--- config.mk ---
export PLATFORM = sky130hd
export DESIGN_NAME = dma_engine
export DESIGN_NICKNAME = d
export VERILOG_FILES = /design/src/rtl/dma_pkg.sv /design/src/rtl/dma_regs.sv /design/src/rtl/dma_channel.sv /design/src/rtl/dma_arbiter.sv /design/src/rtl/dma_seq.sv /design/src/rtl/dma_engine.sv
export SDC_FILE = /design/constraint.sdc
export NUM_CORES = 2
export LEC_CHECK = 0
export ABC_CLOCK_PERIOD_IN_PS = 9400
export BUFFER_PORTS_ARGS = -buffer_cell sky130_fd_sc_hd__buf_2
export CAP_MARGIN = 25
export CORE_ASPECT_RATIO = 0.7
export CORE_MARGIN = 2
export CORE_UTILIZATION = 35
export CTS_CLUSTER_SIZE = 10
export DETAILED_ROUTE_END_ITERATION = 12
export GPL_ROUTABILITY_DRIVEN = 1
export SLEW_MARGIN = 20
export SYNTH_ARGS = -nofsm -noshare
export SYNTH_HDL_FRONTEND = slang
export SYNTH_SLANG_ARGS = --single-unit
--- constraint.sdc ---
create_clock -name clk -period 9.4 [get_ports clk]
set_input_delay 0 -clock clk [delete_from_list [all_inputs] [get_ports clk]]
set_output_delay 0 -clock clk [all_outputs]
set_load 0.005 [all_outputs]
--- src/rtl/dma_pkg.sv ---
// Package: shared descriptor type, step encoding and helpers for the DMA engine.
// Assumes a 16-bit byte address space and an 8-byte descriptor.
package dma_pkg;
    localparam int ADDR_W     = 16;
    localparam int LEN_W      = 13;
    localparam int TRIG_SEL_W = 5;
    localparam int TRIG_W     = 1 << TRIG_SEL_W;
    localparam int PRIO_W     = 2;
    localparam int DESC_BYTES = 8;
    localparam int DESC_BITS  = DESC_BYTES * 8;
    localparam int FIDX_W     = $clog2(DESC_BYTES);

    typedef enum logic [1:0] {
        STEP_NONE = 2'd0,
        STEP_INC1 = 2'd1,
        STEP_INC2 = 2'd2,
        STEP_DEC1 = 2'd3
    } step_e;

    typedef struct packed {
        logic [ADDR_W-1:0]     src;
        logic [ADDR_W-1:0]     dst;
        logic [LEN_W-1:0]      len;
        logic [TRIG_SEL_W-1:0] trig;
        logic                  blk;
        step_e                 sstep;
        step_e                 dstep;
        logic [PRIO_W-1:0]     prio;
    } desc_t;

    // Next address after one byte for a given step code (wraps at 16 bits).
    function automatic logic [ADDR_W-1:0] step_addr(input logic [ADDR_W-1:0] a, input step_e s);
        case (s)
            STEP_NONE: step_addr = a;
            STEP_INC1: step_addr = a + ADDR_W'(1);
            STEP_INC2: step_addr = a + ADDR_W'(2);
            default:   step_addr = a - ADDR_W'(1);
        endcase
    endfunction

    // Decode the raw descriptor image; byte k sits at raw[8k+7:8k].
    function automatic desc_t unpack_desc(input logic [DESC_BITS-1:0] raw);
        desc_t d;
        d.src   = raw[15:0];
        d.dst   = raw[31:16];
        d.len   = {raw[44:40], raw[39:32]};
        d.trig  = raw[52:48];
        d.blk   = raw[53];
        d.sstep = step_e'(raw[57:56]);
        d.dstep = step_e'(raw[59:58]);
        d.prio  = raw[61:60];
        return d;
    endfunction
endpackage

--- src/rtl/dma_regs.sv ---
// Control register file: base pointers, arm and software-trigger strobes,
// completion flags with write-1-to-clear. Assumes NUM_CH <= 8.
module dma_regs
    import dma_pkg::*;
#(
    parameter int NUM_CH = 5,
    parameter int CA_W   = 4,
    parameter int CD_W   = 16
) (
    input  logic                         clk,
    input  logic                         rst_n,
    input  logic                         cfg_we,
    input  logic [CA_W-1:0]              cfg_addr,
    input  logic [CD_W-1:0]              cfg_wdata,
    input  logic [NUM_CH-1:0]            done_vec,
    output logic [NUM_CH-1:0][ADDR_W-1:0] base_ptr,
    output logic [NUM_CH-1:0]            arm_vec,
    output logic [NUM_CH-1:0]            swtrig_vec,
    output logic [NUM_CH-1:0]            irq_flags
);
    localparam logic [CA_W-1:0] A_ARM = CA_W'(8);
    localparam logic [CA_W-1:0] A_CLR = CA_W'(9);
    localparam logic [CA_W-1:0] A_SWT = CA_W'(10);

    logic [NUM_CH-1:0] clr_vec;

    // Decode the one-cycle strobes for arm, clear and software trigger.
    always_comb begin
        arm_vec    = (cfg_we && cfg_addr == A_ARM) ? cfg_wdata[NUM_CH-1:0] : '0;
        clr_vec    = (cfg_we && cfg_addr == A_CLR) ? cfg_wdata[NUM_CH-1:0] : '0;
        swtrig_vec = (cfg_we && cfg_addr == A_SWT) ? cfg_wdata[NUM_CH-1:0] : '0;
    end

    // Hold the per-channel descriptor base pointers.
    always_ff @(posedge clk) begin
        if (!rst_n) begin
            base_ptr <= '0;
        end else begin
            for (int i = 0; i < NUM_CH; i++) begin
                if (cfg_we && cfg_addr == CA_W'(i)) base_ptr[i] <= cfg_wdata[ADDR_W-1:0];
            end
        end
    end

    // Completion flags: a new completion wins over a same-cycle clear.
    always_ff @(posedge clk) begin
        if (!rst_n) irq_flags <= '0;
        else        irq_flags <= (irq_flags & ~clr_vec) | done_vec;
    end

    generate
        for (genvar i = 0; i < NUM_CH; i++) begin : g_flag_chk
            // a flag rises only after its channel reported completion
            a_r8_flag_source: assert property (@(posedge clk) disable iff (!rst_n)
                $rose(irq_flags[i]) |-> $past(done_vec[i]));
            // writing 1 clears a flag unless a completion arrives at once
            a_r9_w1c_clears: assert property (@(posedge clk) disable iff (!rst_n)
                (cfg_we && cfg_addr == A_CLR && cfg_wdata[i] && !done_vec[i]) |=> !irq_flags[i]);
        end
    endgenerate
endmodule

--- src/rtl/dma_channel.sv ---
// One channel's context: the fetched descriptor, armed state, pending fetch
// and pending trigger. The sequencer loads it after a fetch and writes back
// the stepped addresses and count after every byte.
module dma_channel
    import dma_pkg::*;
(
    input  logic              clk,
    input  logic              rst_n,
    input  logic              arm_req,
    input  logic              sw_trig,
    input  logic [TRIG_W-1:0] trig_in,
    input  logic              ld_en,
    input  desc_t             ld_desc,
    input  logic              wb_en,
    input  logic [ADDR_W-1:0] wb_src,
    input  logic [ADDR_W-1:0] wb_dst,
    input  logic [LEN_W-1:0]  wb_len,
    output desc_t             ctx,
    output logic              armed,
    output logic              fetch_pend,
    output logic              xfer_pend
);
    logic trig_pend;
    logic trig_hit;

    // A trigger counts only while armed; trigger number 0 is software only.
    always_comb begin
        trig_hit  = armed && (sw_trig || (ctx.trig != '0 && trig_in[ctx.trig]));
        xfer_pend = armed && trig_pend && !fetch_pend;
    end

    // Track fetch requests, context, armed state and latched triggers.
    always_ff @(posedge clk) begin
        if (!rst_n) begin
            ctx        <= '0;
            armed      <= 1'b0;
            fetch_pend <= 1'b0;
            trig_pend  <= 1'b0;
        end else begin
            if (arm_req)    fetch_pend <= 1'b1;
            else if (ld_en) fetch_pend <= 1'b0;

            if (ld_en) begin
                ctx       <= ld_desc;
                armed     <= (ld_desc.len != '0);
                trig_pend <= 1'b0;
            end else if (wb_en) begin
                ctx.src <= wb_src;
                ctx.dst <= wb_dst;
                ctx.len <= wb_len;
                if (wb_len == '0) begin
                    armed     <= 1'b0;
                    trig_pend <= 1'b0;
                end else if (trig_hit) begin
                    trig_pend <= 1'b1;
                end else if (!ctx.blk) begin
                    trig_pend <= 1'b0;
                end
            end else if (trig_hit) begin
                trig_pend <= 1'b1;
            end
        end
    end

    // the last byte disarms the channel
    a_r8_disarm_at_end: assert property (@(posedge clk) disable iff (!rst_n)
        (wb_en && wb_len == '0 && !ld_en) |=> !armed);
    // an empty descriptor never arms the channel
    a_r10_zero_not_armed: assert property (@(posedge clk) disable iff (!rst_n)
        (ld_en && ld_desc.len == '0) |=> !armed);
endmodule

--- src/rtl/dma_arbiter.sv ---
// Priority picker: the highest priority value among the requesters wins, and
// ties go to the lowest index. Purely combinational; the clock is for checks.
module dma_arbiter
    import dma_pkg::*;
#(
    parameter int NUM_CH = 5,
    localparam int IDX_W = $clog2(NUM_CH)
) (
    input  logic                          clk,
    input  logic                          rst_n,
    input  logic [NUM_CH-1:0]             req,
    input  logic [NUM_CH-1:0][PRIO_W-1:0] prio,
    output logic                          gnt_valid,
    output logic [IDX_W-1:0]              gnt_idx
);
    logic [PRIO_W-1:0] best;

    // Scan upward; only a strictly higher priority replaces the current pick.
    always_comb begin
        gnt_valid = 1'b0;
        gnt_idx   = '0;
        best      = '0;
        for (int i = 0; i < NUM_CH; i++) begin
            if (req[i] && (!gnt_valid || prio[i] > best)) begin
                gnt_valid = 1'b1;
                gnt_idx   = IDX_W'(i);
                best      = prio[i];
            end
        end
    end

    // any request yields a grant to a requester
    a_r7_grant_valid: assert property (@(posedge clk) disable iff (!rst_n)
        (|req) |-> (gnt_valid && req[gnt_idx]));
    generate
        for (genvar i = 0; i < NUM_CH; i++) begin : g_win_chk
            // no requester beats the winner on priority or on index at equal priority
            a_r7_winner_order: assert property (@(posedge clk) disable iff (!rst_n)
                (req[i] && gnt_valid) |->
                ((prio[i] < prio[gnt_idx]) || (prio[i] == prio[gnt_idx] && IDX_W'(i) >= gnt_idx)));
        end
    endgenerate
endmodule

--- src/rtl/dma_seq.sv ---
// Shared sequencer and memory master. In idle it starts a pending descriptor
// fetch (8 reads), or else one byte for the winning channel (read, then
// write). It holds each request stable until granted and takes read data in
// the grant cycle.
module dma_seq
    import dma_pkg::*;
#(
    parameter int NUM_CH = 5,
    localparam int IDX_W = $clog2(NUM_CH)
) (
    input  logic                          clk,
    input  logic                          rst_n,
    input  logic                          fetch_valid,
    input  logic [IDX_W-1:0]              fetch_idx,
    input  logic                          xfer_valid,
    input  logic [IDX_W-1:0]              xfer_idx,
    input  logic [NUM_CH-1:0][ADDR_W-1:0] base_ptr,
    input  desc_t [NUM_CH-1:0]            ctx,
    output logic [NUM_CH-1:0]             ld_en_vec,
    output desc_t                         ld_desc,
    output logic [NUM_CH-1:0]             wb_en_vec,
    output logic [ADDR_W-1:0]             wb_src,
    output logic [ADDR_W-1:0]             wb_dst,
    output logic [LEN_W-1:0]              wb_len,
    output logic [NUM_CH-1:0]             done_vec,
    output logic                          mem_req,
    output logic                          mem_we,
    output logic [ADDR_W-1:0]             mem_addr,
    output logic [7:0]                    mem_wdata,
    input  logic                          mem_gnt,
    input  logic [7:0]                    mem_rdata
);
    typedef enum logic [2:0] {S_IDLE, S_FETCH, S_LOAD, S_RD, S_WR} state_e;

    state_e               state;
    logic [IDX_W-1:0]     cur;
    logic [FIDX_W-1:0]    fidx;
    logic [DESC_BITS-1:0] fbuf;
    logic [ADDR_W-1:0]    w_src;
    logic [ADDR_W-1:0]    w_dst;
    logic [LEN_W-1:0]     w_len;
    step_e                w_sstep;
    step_e                w_dstep;
    logic [7:0]           w_data;
    logic                 wb_fire;
    logic [NUM_CH-1:0]    cur_onehot;

    // Drive the memory master from the current state.
    always_comb begin
        mem_req   = (state == S_FETCH) || (state == S_RD) || (state == S_WR);
        mem_we    = (state == S_WR);
        mem_addr  = (state == S_WR) ? w_dst : w_src;
        mem_wdata = w_data;
    end

    // Load, write-back and completion strobes toward the channels.
    always_comb begin
        cur_onehot = NUM_CH'(1) << cur;
        ld_desc    = unpack_desc(fbuf);
        ld_en_vec  = (state == S_LOAD) ? cur_onehot : '0;
        wb_fire    = (state == S_WR) && mem_gnt;
        wb_en_vec  = wb_fire ? cur_onehot : '0;
        wb_src     = step_addr(w_src, w_sstep);
        wb_dst     = step_addr(w_dst, w_dstep);
        wb_len     = w_len - LEN_W'(1);
        done_vec   = ((wb_fire && w_len == LEN_W'(1)) ||
                      (state == S_LOAD && ld_desc.len == '0)) ? cur_onehot : '0;
    end

    // Step the state machine; fetches come ahead of transfers.
    always_ff @(posedge clk) begin
        if (!rst_n) begin
            state   <= S_IDLE;
            cur     <= '0;
            fidx    <= '0;
            fbuf    <= '0;
            w_src   <= '0;
            w_dst   <= '0;
            w_len   <= '0;
            w_sstep <= STEP_NONE;
            w_dstep <= STEP_NONE;
            w_data  <= '0;
        end else begin
            case (state)
                S_IDLE: begin
                    if (fetch_valid) begin
                        cur   <= fetch_idx;
                        w_src <= base_ptr[fetch_idx];
                        fidx  <= '0;
                        state <= S_FETCH;
                    end else if (xfer_valid) begin
                        cur     <= xfer_idx;
                        w_src   <= ctx[xfer_idx].src;
                        w_dst   <= ctx[xfer_idx].dst;
                        w_len   <= ctx[xfer_idx].len;
                        w_sstep <= ctx[xfer_idx].sstep;
                        w_dstep <= ctx[xfer_idx].dstep;
                        state   <= S_RD;
                    end
                end
                S_FETCH: begin
                    if (mem_gnt) begin
                        fbuf  <= {mem_rdata, fbuf[DESC_BITS-1:8]};
                        w_src <= w_src + ADDR_W'(1);
                        fidx  <= fidx + FIDX_W'(1);
                        if (fidx == FIDX_W'(DESC_BYTES - 1)) state <= S_LOAD;
                    end
                end
                S_LOAD: state <= S_IDLE;
                S_RD: begin
                    if (mem_gnt) begin
                        w_data <= mem_rdata;
                        state  <= S_WR;
                    end
                end
                S_WR: begin
                    if (mem_gnt) state <= S_IDLE;
                end
                default: state <= S_IDLE;
            endcase
        end
    end

    // an ungranted request is held unchanged
    a_r11_req_hold: assert property (@(posedge clk) disable iff (!rst_n)
        (mem_req && !mem_gnt) |=> (mem_req && $stable(mem_addr) && $stable(mem_we) && $stable(mem_wdata)));
    // at most one channel completes per cycle
    a_r8_single_done: assert property (@(posedge clk) disable iff (!rst_n) $onehot0(done_vec));
endmodule

--- src/rtl/dma_engine.sv ---
// Top of the descriptor-driven DMA engine: register file, one context per
// channel, a fetch picker (equal priorities, so the lowest channel goes
// first), a transfer priority picker and the shared sequencer.
module dma_engine
    import dma_pkg::*;
#(
    parameter int NUM_CH = 5
) (
    input  logic              clk,
    input  logic              rst_n,
    input  logic              cfg_we,
    input  logic [3:0]        cfg_addr,
    input  logic [15:0]       cfg_wdata,
    input  logic [31:0]       trig_in,
    output logic              mem_req,
    output logic              mem_we,
    output logic [15:0]       mem_addr,
    output logic [7:0]        mem_wdata,
    input  logic              mem_gnt,
    input  logic [7:0]        mem_rdata,
    output logic [NUM_CH-1:0] irq_flags,
    output logic              irq,
    output logic [NUM_CH-1:0] ch_armed
);
    localparam int IDX_W = $clog2(NUM_CH);

    logic [NUM_CH-1:0][ADDR_W-1:0] base_ptr;
    logic [NUM_CH-1:0]             arm_vec, swtrig_vec, done_vec;
    logic [NUM_CH-1:0]             ld_en_vec, wb_en_vec;
    logic [NUM_CH-1:0]             fetch_pend, xfer_pend;
    logic [NUM_CH-1:0][PRIO_W-1:0] prio_vec;
    desc_t [NUM_CH-1:0]            ctx;
    desc_t                         ld_desc;
    logic [ADDR_W-1:0]             wb_src, wb_dst;
    logic [LEN_W-1:0]              wb_len;
    logic                          fetch_valid, xfer_valid;
    logic [IDX_W-1:0]              fetch_idx, xfer_idx;

    dma_regs #(.NUM_CH(NUM_CH), .CA_W(4), .CD_W(16)) regs_i (
        .clk(clk), .rst_n(rst_n), .cfg_we(cfg_we), .cfg_addr(cfg_addr),
        .cfg_wdata(cfg_wdata), .done_vec(done_vec), .base_ptr(base_ptr),
        .arm_vec(arm_vec), .swtrig_vec(swtrig_vec), .irq_flags(irq_flags)
    );

    generate
        for (genvar i = 0; i < NUM_CH; i++) begin : g_ch
            dma_channel ch_i (
                .clk(clk), .rst_n(rst_n), .arm_req(arm_vec[i]), .sw_trig(swtrig_vec[i]),
                .trig_in(trig_in), .ld_en(ld_en_vec[i]), .ld_desc(ld_desc),
                .wb_en(wb_en_vec[i]), .wb_src(wb_src), .wb_dst(wb_dst), .wb_len(wb_len),
                .ctx(ctx[i]), .armed(ch_armed[i]), .fetch_pend(fetch_pend[i]),
                .xfer_pend(xfer_pend[i])
            );
            assign prio_vec[i] = ctx[i].prio;
        end
    endgenerate

    dma_arbiter #(.NUM_CH(NUM_CH)) fetch_arb_i (
        .clk(clk), .rst_n(rst_n), .req(fetch_pend), .prio('0),
        .gnt_valid(fetch_valid), .gnt_idx(fetch_idx)
    );

    dma_arbiter #(.NUM_CH(NUM_CH)) xfer_arb_i (
        .clk(clk), .rst_n(rst_n), .req(xfer_pend), .prio(prio_vec),
        .gnt_valid(xfer_valid), .gnt_idx(xfer_idx)
    );

    dma_seq #(.NUM_CH(NUM_CH)) seq_i (
        .clk(clk), .rst_n(rst_n), .fetch_valid(fetch_valid), .fetch_idx(fetch_idx),
        .xfer_valid(xfer_valid), .xfer_idx(xfer_idx), .base_ptr(base_ptr), .ctx(ctx),
        .ld_en_vec(ld_en_vec), .ld_desc(ld_desc), .wb_en_vec(wb_en_vec),
        .wb_src(wb_src), .wb_dst(wb_dst), .wb_len(wb_len), .done_vec(done_vec),
        .mem_req(mem_req), .mem_we(mem_we), .mem_addr(mem_addr), .mem_wdata(mem_wdata),
        .mem_gnt(mem_gnt), .mem_rdata(mem_rdata)
    );

    assign irq = |irq_flags;

    // no request while in reset
    a_r1_quiet_in_reset: assert property (@(posedge clk) !rst_n |=> !mem_req);
endmodule

==> Word-level counts from Yosys, hierarchy flattened <==
Index checks and enable logic that the tools add are counted.
Widths: inputs -> output; s select.
{ "word_totals": {"reg_bits": 515, "latch_bits": 0, "ram_bits": 0, "romBits": 0, "input_bits": 64, "output_inout_bits": 37, "memories": 0} }
{ "classes": {"add_sub_neg": 8, "mul": 0, "div_mod_pow": 0, "magnitude_cmp": 11, "n_eq_ne": 28, "shift": 1, "muxes": 117, "bitwise": 5, "reduce_logical": 121} }
{ "op_table": {"columns": ["op", "n"], "rows": [
  ["$mux 45", 10],
  ["$bmux 57 s3", 1],
  ["$pmux 16 s3", 2],
  ["$mux 16", 5],
  ["$mux 1", 63],
  ["$mux 57", 1],
  ["$bmux 16 s3", 1],
  ["$reduce_bool 2->1", 22],
  ["$logic_and 1x1->1", 39],
  ["$mux 3", 12],
  ["$add 16x1->16 const B", 2],
  ["$add 16x2->16 const B", 2],
  ["$pmux 16 s2", 1],
  ["$sub 16x1->16 const B", 2],
  ["$lt 5x6->1 const B", 5],
  ["$mux 5", 6],
  ["$logic_not 13->1", 2],
  ["$reduce_and 2->1", 13],
  ["$bmux 1 s5", 5],
  ["$reduce_bool 5->1", 5],
  ["$mux 2", 8],
  ["$ne 3x3->1 const B", 5],
  ["$eq 13x1->1 const B", 1],
  ["$logic_not 1->1", 13],
  ["32 further kinds", 65]
]} }

==> Depth between registers and ports, before layout <==
{ "depth": {"depth_word": 24, "depth_mapped": 30} }

==> Cells and area by module <==
A second synthesis with hierarchy kept.
{ "hier_totals": {"cells_unflattened": 3184, "hier_area_um2": 29132.9} }
{ "modules_own_cells": {"columns": ["module", "instances", "cells_each", "area_per_inst_um2", "seq_area_each_um2"], "rows": [
  ["dma_channel", 5, 303, 2995.4, 1201.2],
  ["dma_seq", 1, 1232, 10107.2, 2602.5],
  ["dma_regs", 1, 317, 3199.3, 1701.6],
  ["dma_arbiter", 2, 58, 416.6, 0.0],
  ["dma_engine", 1, 4, 16.3, 0.0]
]} }

==> Least setup slack after synthesis <==
No wires, ideal clock.
{ "synth_path": {"path_kind": "flip-flop to flip-flop", "start": "register g_ch[0].ch_i.fetch_pend", "end": "register seq_i.w_dst[10]", "setup_ns": 0.086, "arrival_ns": 6.236, "required_time_ns": 9.314, "setup_slack_ns": 3.079, "path_stages_with_launch": 29, "n_path_buf": 5, "synth_period_minus_slack_ns": 6.321, "cell_sequence": "dfxtp_1 buf_6 and3b_1 nand2_1 ha_1 nor2b_1 a2bb2oi_1 o21a_1 mux2_2 ha_1 nor2b_1 o21ai_0 a21oi_1 mux2_2 ha_1 nor2b_1 o211ai_1 and2_0 clkbuf_1 mux2_2 ha_1 a2bb2oi_1 o21a_1 buf_2 nor2_1 clkbuf_1 clkbuf_1 o22ai_1 a211oi_1"} }
{ "synth_via": {"elab_chain_cells": 21, "word_cells_on_any_way": 48, "classes_between": "order compare: 4; mux: 20; bitwise: 1; reduce/logical: 23"} }
{ "synth_rtl": {"columns": ["item", "line_no", "text"], "rows": [
  ["start: declaration", "dma_channel.sv:20", "output logic fetch_pend,"],
  ["start signal: assignment", "dma_channel.sv:37", "fetch_pend <= 1'b0;"],
  ["start signal: assignment", "dma_channel.sv:40", "if (arm_req) fetch_pend <= 1'b1;"],
  ["start signal: assignment", "dma_channel.sv:41", "else if (ld_en) fetch_pend <= 1'b0;"],
  ["$logic_not 1->1", "dma_channel.sv:29", "xfer_pend = armed && trig_pend && !fetch_pend;"],
  ["$logic_and 1x1->1", "dma_channel.sv:29", null],
  ["$mux 2 / $mux 1 (equally long branches)", "dma_arbiter.sv:24", "if (req[i] && (!gnt_valid || prio[i] > best)) begin"],
  ["$gt 2x2->1 / $logic_not 1->1 (equally long branches)", "dma_arbiter.sv:24", null],
  ["$logic_or 1x1->1", "dma_arbiter.sv:24", null],
  ["$logic_and 1x1->1", "dma_arbiter.sv:24", null],
  ["$mux 2 / $mux 1 (equally long branches)", "dma_arbiter.sv:24", null],
  ["$gt 2x2->1 / $logic_not 1->1 (equally long branches)", "dma_arbiter.sv:24", null],
  ["[... 5 more ...]", null, null],
  ["$logic_and 1x1->1", "dma_arbiter.sv:24", null],
  ["$mux 2 / $mux 1 (equally long branches)", "dma_arbiter.sv:24", null],
  ["$gt 2x2->1 / $logic_not 1->1 (equally long branches)", "dma_arbiter.sv:24", null],
  ["$logic_or 1x1->1", "dma_arbiter.sv:24", null],
  ["$logic_and 1x1->1", "dma_arbiter.sv:24", null],
  ["$mux 3", "dma_arbiter.sv:24", null],
  ["$bmux 57 s3", "dma_seq.sv:94", "w_dst <= ctx[xfer_idx].dst;"],
  ["$mux 57", null, null],
  ["end signal: assignment", "dma_seq.sv:94", null],
  ["end: declaration", "dma_seq.sv:40", "logic [ADDR_W-1:0] w_dst;"]
]} }
Parallel ways exist; a longest one is shown, timed or not. The select of a mux whose other input is x is not followed.
A chain may end at the register's enable or synchronous reset.

==> Worst setup path after layout <==
{ "layout_path": {"start": "register g_ch[0].ch_i.fetch_pend", "end": "register seq_i.w_src[13]"} }
{ "layout_via": {"elab_chain_cells": 24, "word_cells_on_any_way": 57, "classes_between": "order compare: 4; eq/ne: 1; mux: 29; reduce/logical: 23"} }
{ "layout_rtl": {"columns": ["item", "line_no", "text"], "rows": [
  ["$logic_not 1->1", "dma_channel.sv:29", null],
  ["$logic_and 1x1->1", "dma_channel.sv:29", null],
  ["$mux 2 / $mux 1 (equally long branches)", "dma_arbiter.sv:24", null],
  ["$gt 2x2->1 / $logic_not 1->1 (equally long branches)", "dma_arbiter.sv:24", null],
  ["$logic_or 1x1->1", "dma_arbiter.sv:24", null],
  ["$logic_and 1x1->1", "dma_arbiter.sv:24", null],
  ["$mux 2 / $mux 1 (equally long branches)", "dma_arbiter.sv:24", null],
  ["$gt 2x2->1 / $logic_not 1->1 (equally long branches)", "dma_arbiter.sv:24", null],
  ["[... 8 more ...]", null, null],
  ["$logic_or 1x1->1", "dma_arbiter.sv:24", null],
  ["$logic_and 1x1->1", "dma_arbiter.sv:24", null],
  ["$mux 3", "dma_arbiter.sv:24", null],
  ["$bmux 57 s3", "dma_seq.sv:93", "w_src <= ctx[xfer_idx].src;"],
  ["$mux 57", null, null],
  ["$mux 16", "dma_seq.sv:91", "end else if (xfer_valid) begin"],
  ["$mux 16", "dma_seq.sv:86", "if (fetch_valid) begin"],
  ["$pmux 16 s2", "dma_seq.sv:84", "case (state)"],
  ["end signal: assignment", "dma_seq.sv:88", "w_src <= base_ptr[fetch_idx];"],
  ["end signal: assignment", "dma_seq.sv:93", null],
  ["end signal: assignment", "dma_seq.sv:104", "w_src <= w_src + ADDR_W'(1);"],
  ["end: declaration", "dma_seq.sv:39", "logic [ADDR_W-1:0] w_src;"]
]} }
Parallel ways exist; a longest one is shown, timed or not. The select of a mux whose other input is x is not followed.

==> impl_results.md <==
- Outcome: completed
- Netlist Area Pre-Place: 27,200 um^2
- Unrepaired setup endpoints after global routing: no
- Post-Synth Simple-Gate Area: 18.7%
- Clk root buf: clkbuf_16
- Post-Syn Area per Cell: 8.37 um^2
- Post-DRT Antenna Nets: 0
- Placer Congestion: 0.886
- WP data required: 9.93 ns
- GRT Overall Usage: 23.8%
- Cells after synthesis: 3,245
- Final min period: 7.84 ns
- Main combinational cell family by area after synthesis: compound AO/OA/AOI/OAI gates
- Die Width: 337 um
- Sequential cell area: 10,300 um^2
- Setup crit start kind: flip-flop
- CP peak stage delay: 0.64 ns
- Hold Crit Class: input pin to flip-flop
- FILL cells: 7,761
- Adder-cell share of the synthesized area: 1.55%
- Ports: 101
- TritonCTS Buffers: 57
- CP Class: flip-flop to flip-flop
- Yosys reg bits: 515
- Core Footprint: 76,900 um^2
- Commonest non-fill, non-tap cell in the layout: nand2_1
- Pleak: 9.93 nW
- IO Port Bufs: 99
- # diodes: 0
- CTS H-tree lvls: 2
- Final Util: 39.5%
- Vias per inst: 5.92
- Final HPWL DP: 59.4 mm
- Peak supply drop: 0.177 mV
- Area of the multi-input gates: 15,800 um^2
- CP Capture Type: flip-flop
- DRC Markers: 0
- FP Rows: 85
- Synth unique cells: 83
- Final Skew: 0.0224 ns
- 1st-iter DRT viols: 2,971
- WL/cell: 23.0 um
- Clock sinks: 515
- Overall power: 4.46 mW
- Worst-Margin Slew: 1.06 ns
- Setup TNS Final: 0 ns
- Area growth syn-to-layout: 11.9%
- Setup Fix Bufs, Post-CTS: 0
- Largest net degree at the start of global routing: 240
- Die H: 237 um
- Count of final setup violators: 0
- Final net count: 3,307
- Final hold viol count: 0
- Max Cap Viol: 0
- Mapped Nets: 3,342
- Vias in the first global route: 23,300
- Sequential area share after synthesis: 38.0%
- Period utilisation layout: 83.4%
- WP data arrival: 8.38 ns
- CTS max path bufs: 3
- Multiplexer area fraction after synthesis: 7.10%
- Initial Util: 35.3%
- Synth warnings: 0
- Ys async rst share: 0%
- Routed WL: 97.7 mm
- Compound-Gate Fraction of Synth Area: 28.4%
- Commonest non-fill, non-tap cells in the layout: 681 x nand2_1, 515 x dfxtp_1, 337 x a21boi_0
- Ys flop type: dfxtp_1
- Gr ovfl total: 0
- Share of cells above drive strength 1: 10.3%
- Clock slew at reported path FFs: 0.06 ns
- EDFF count, synth: 0
- Initial DRT Pass Iterations: 6
- Initial antenna violation count: 1
- Highest clock rate: 128 MHz
- Final Max Slew Viols: 0
- First-pass GRT wire length: 148 mm
- Critical-path top delay cell: dfxtp_1
- Worst slew margin: 28.6%
- Clock Latency Late Sink: 0.61 ns
- Worst-path fanout max: 45
- CP Buf/Inv Count: 3
- Top delay family on crit path: compound AO/OA/AOI/OAI gates
- Pwr dens: 147 nW/um^2
- Post-Synth XOR/XNOR Area: 1.64%
- Die area: 79,900 um^2
- Via count: 25,200
- TritonCTS clock tree: done
registers in the layout, summed over array words and instances (netlist names):
| register | count |
|---|---|
| g_ch.ch_i.trig_pend | 5 |
| seq_i.w_src | 16 |
| seq_i.w_sstep | 2 |
| seq_i.fidx | 3 |
| seq_i.mem_wdata | 8 |
| seq_i.w_dst | 16 |
| seq_i.cur | 3 |
| seq_i.w_dstep | 2 |
| seq_i.w_len | 13 |
| seq_i.fbuf | 64 |
| g_ch.ch_i.armed | 5 |
| regs_i.base_ptr | 80 |
| g_ch.ch_i.ctx | 285 |
| g_ch.ch_i.fetch_pend | 5 |
| seq_i.state | 3 |
| regs_i.irq_flags | 5 |
metrics by stage:
stage / cells / setup WS (ns) / instance area, um^2 / hold WS [ns]
6_report: 4258 / 1.56 / 30400 / 0.222
5_1_grt: 4258 / 1.27 / 30400 / 0.225
4_1_cts: 4257 / 1.74 / 30400 / 0.183
3_5_place_dp: 4158 / 1.75 / 28500 / 0.275
3_3_place_gp: 4158 / 1.87 / 28500 / 0.269
2_1_floorplan: 3245 / 3.08 / 27200 / 0.145
cells in the mapped netlist, types with 6 or more instances:
cell type / count / area (um^2)
ha_1: 32 / 400
nand2b_1: 7 / 43.8
o31ai_1: 9 / 67.6
nor2b_1: 56 / 350
o21ai_0: 120 / 601
a221oi_1: 10 / 87.6
inv_1: 30 / 113
nor3_1: 29 / 145
or4_1: 9 / 67.6
buf_1: 16 / 60.1
o22ai_1: 36 / 225
nand3b_1: 7 / 52.6
a31oi_1: 34 / 213
buf_4: 6 / 45.0
nand2_1: 682 / 2560
a21boi_0: 337 / 2530
clkbuf_1: 245 / 920
buf_2: 15 / 75.1
o2111ai_1: 7 / 61.3
nand4_1: 17 / 106
mux4_2: 45 / 1010
and3b_1: 7 / 61.3
a211o_1: 12 / 105
nor2_1: 96 / 360
dfxtp_1: 515 / 10300
and3_1: 26 / 163
a22oi_1: 180 / 1350
a22o_1: 31 / 272
a21o_1: 6 / 45.0
and2_1: 71 / 444
xor2_1: 22 / 193
a211oi_1: 115 / 863
mux2i_1: 70 / 701
o21a_1: 11 / 82.6
nor4_1: 18 / 113
nand3_1: 26 / 130
o221ai_1: 14 / 123
or3_1: 42 / 263
o211ai_1: 45 / 338
a21oi_1: 56 / 280
mux2_2: 19 / 214
xnor2_1: 29 / 254
final timing paths:
path,cells past startpoint,start,end,slack (ns)
setup / recovery,28,g_ch[0].ch_i.fetch_pend,seq_i.w_src[13],1.56
hold / removal,4,mem_rdata[0],seq_i.fbuf[56],0.22
hold reg to reg,2,regs_i.base_ptr[2],regs_i.base_ptr[2],0.46
setup reg to reg,28,g_ch[0].ch_i.fetch_pend,seq_i.w_src[13],1.56
cell families after synthesis:
| logic type | after synthesis |
|---|---|
| AOI/OAI and AO/OA | 1075 |
| and+or+nand+nor | 1119 |
| xor gates and xnor gates | 51 |
| buffers and inverters | 318 |
| muxes | 134 |
| adders and majority gates | 33 |
| DFF | 515 |
final cells by class:
cell class | instances | area share, %
Clock inverter | 2 | 0.0453
Tap cell | 1044 | 4.30
Timing Repair Buffer | 194 | 4.38
Sequential cell | 515 | 33.9
Inverter | 30 | 0.371
Multi-Input combinational cell | 2412 | 52.1
Clock buffer | 61 | 4.88
power by group:
part | internal [mW] | total, mW | switching, mW
Sequential | 2.20 | 2.22 | 0.0272
Clock | 1.10 | 1.98 | 0.881
Combinational | 0.104 | 0.263 | 0.159
Total | 3.40 | 4.46 | 1.07
layer usage:
metal,vias to the layer above,GRT usage [%],wire length [um]
met5,-,0,13
met1,12100,37.1,45900
met3,143,5.48,11200
met2,1285,32.6,38900
met4,2,4.91,1660
li1,11600,-,-
timing repair:
action                                 CTS  global route
gates resized for setup                  0             0
endpoints found under the hold margin  181             0
hold buffers                            36             0
tightest hold or removal path: stages:
cell           delay [ns]
dlygate4sd3_1        0.53
buf_2                0.13
nand2_1              0.04
a21boi_0             0.06
(Power assumes the default switching activity.)
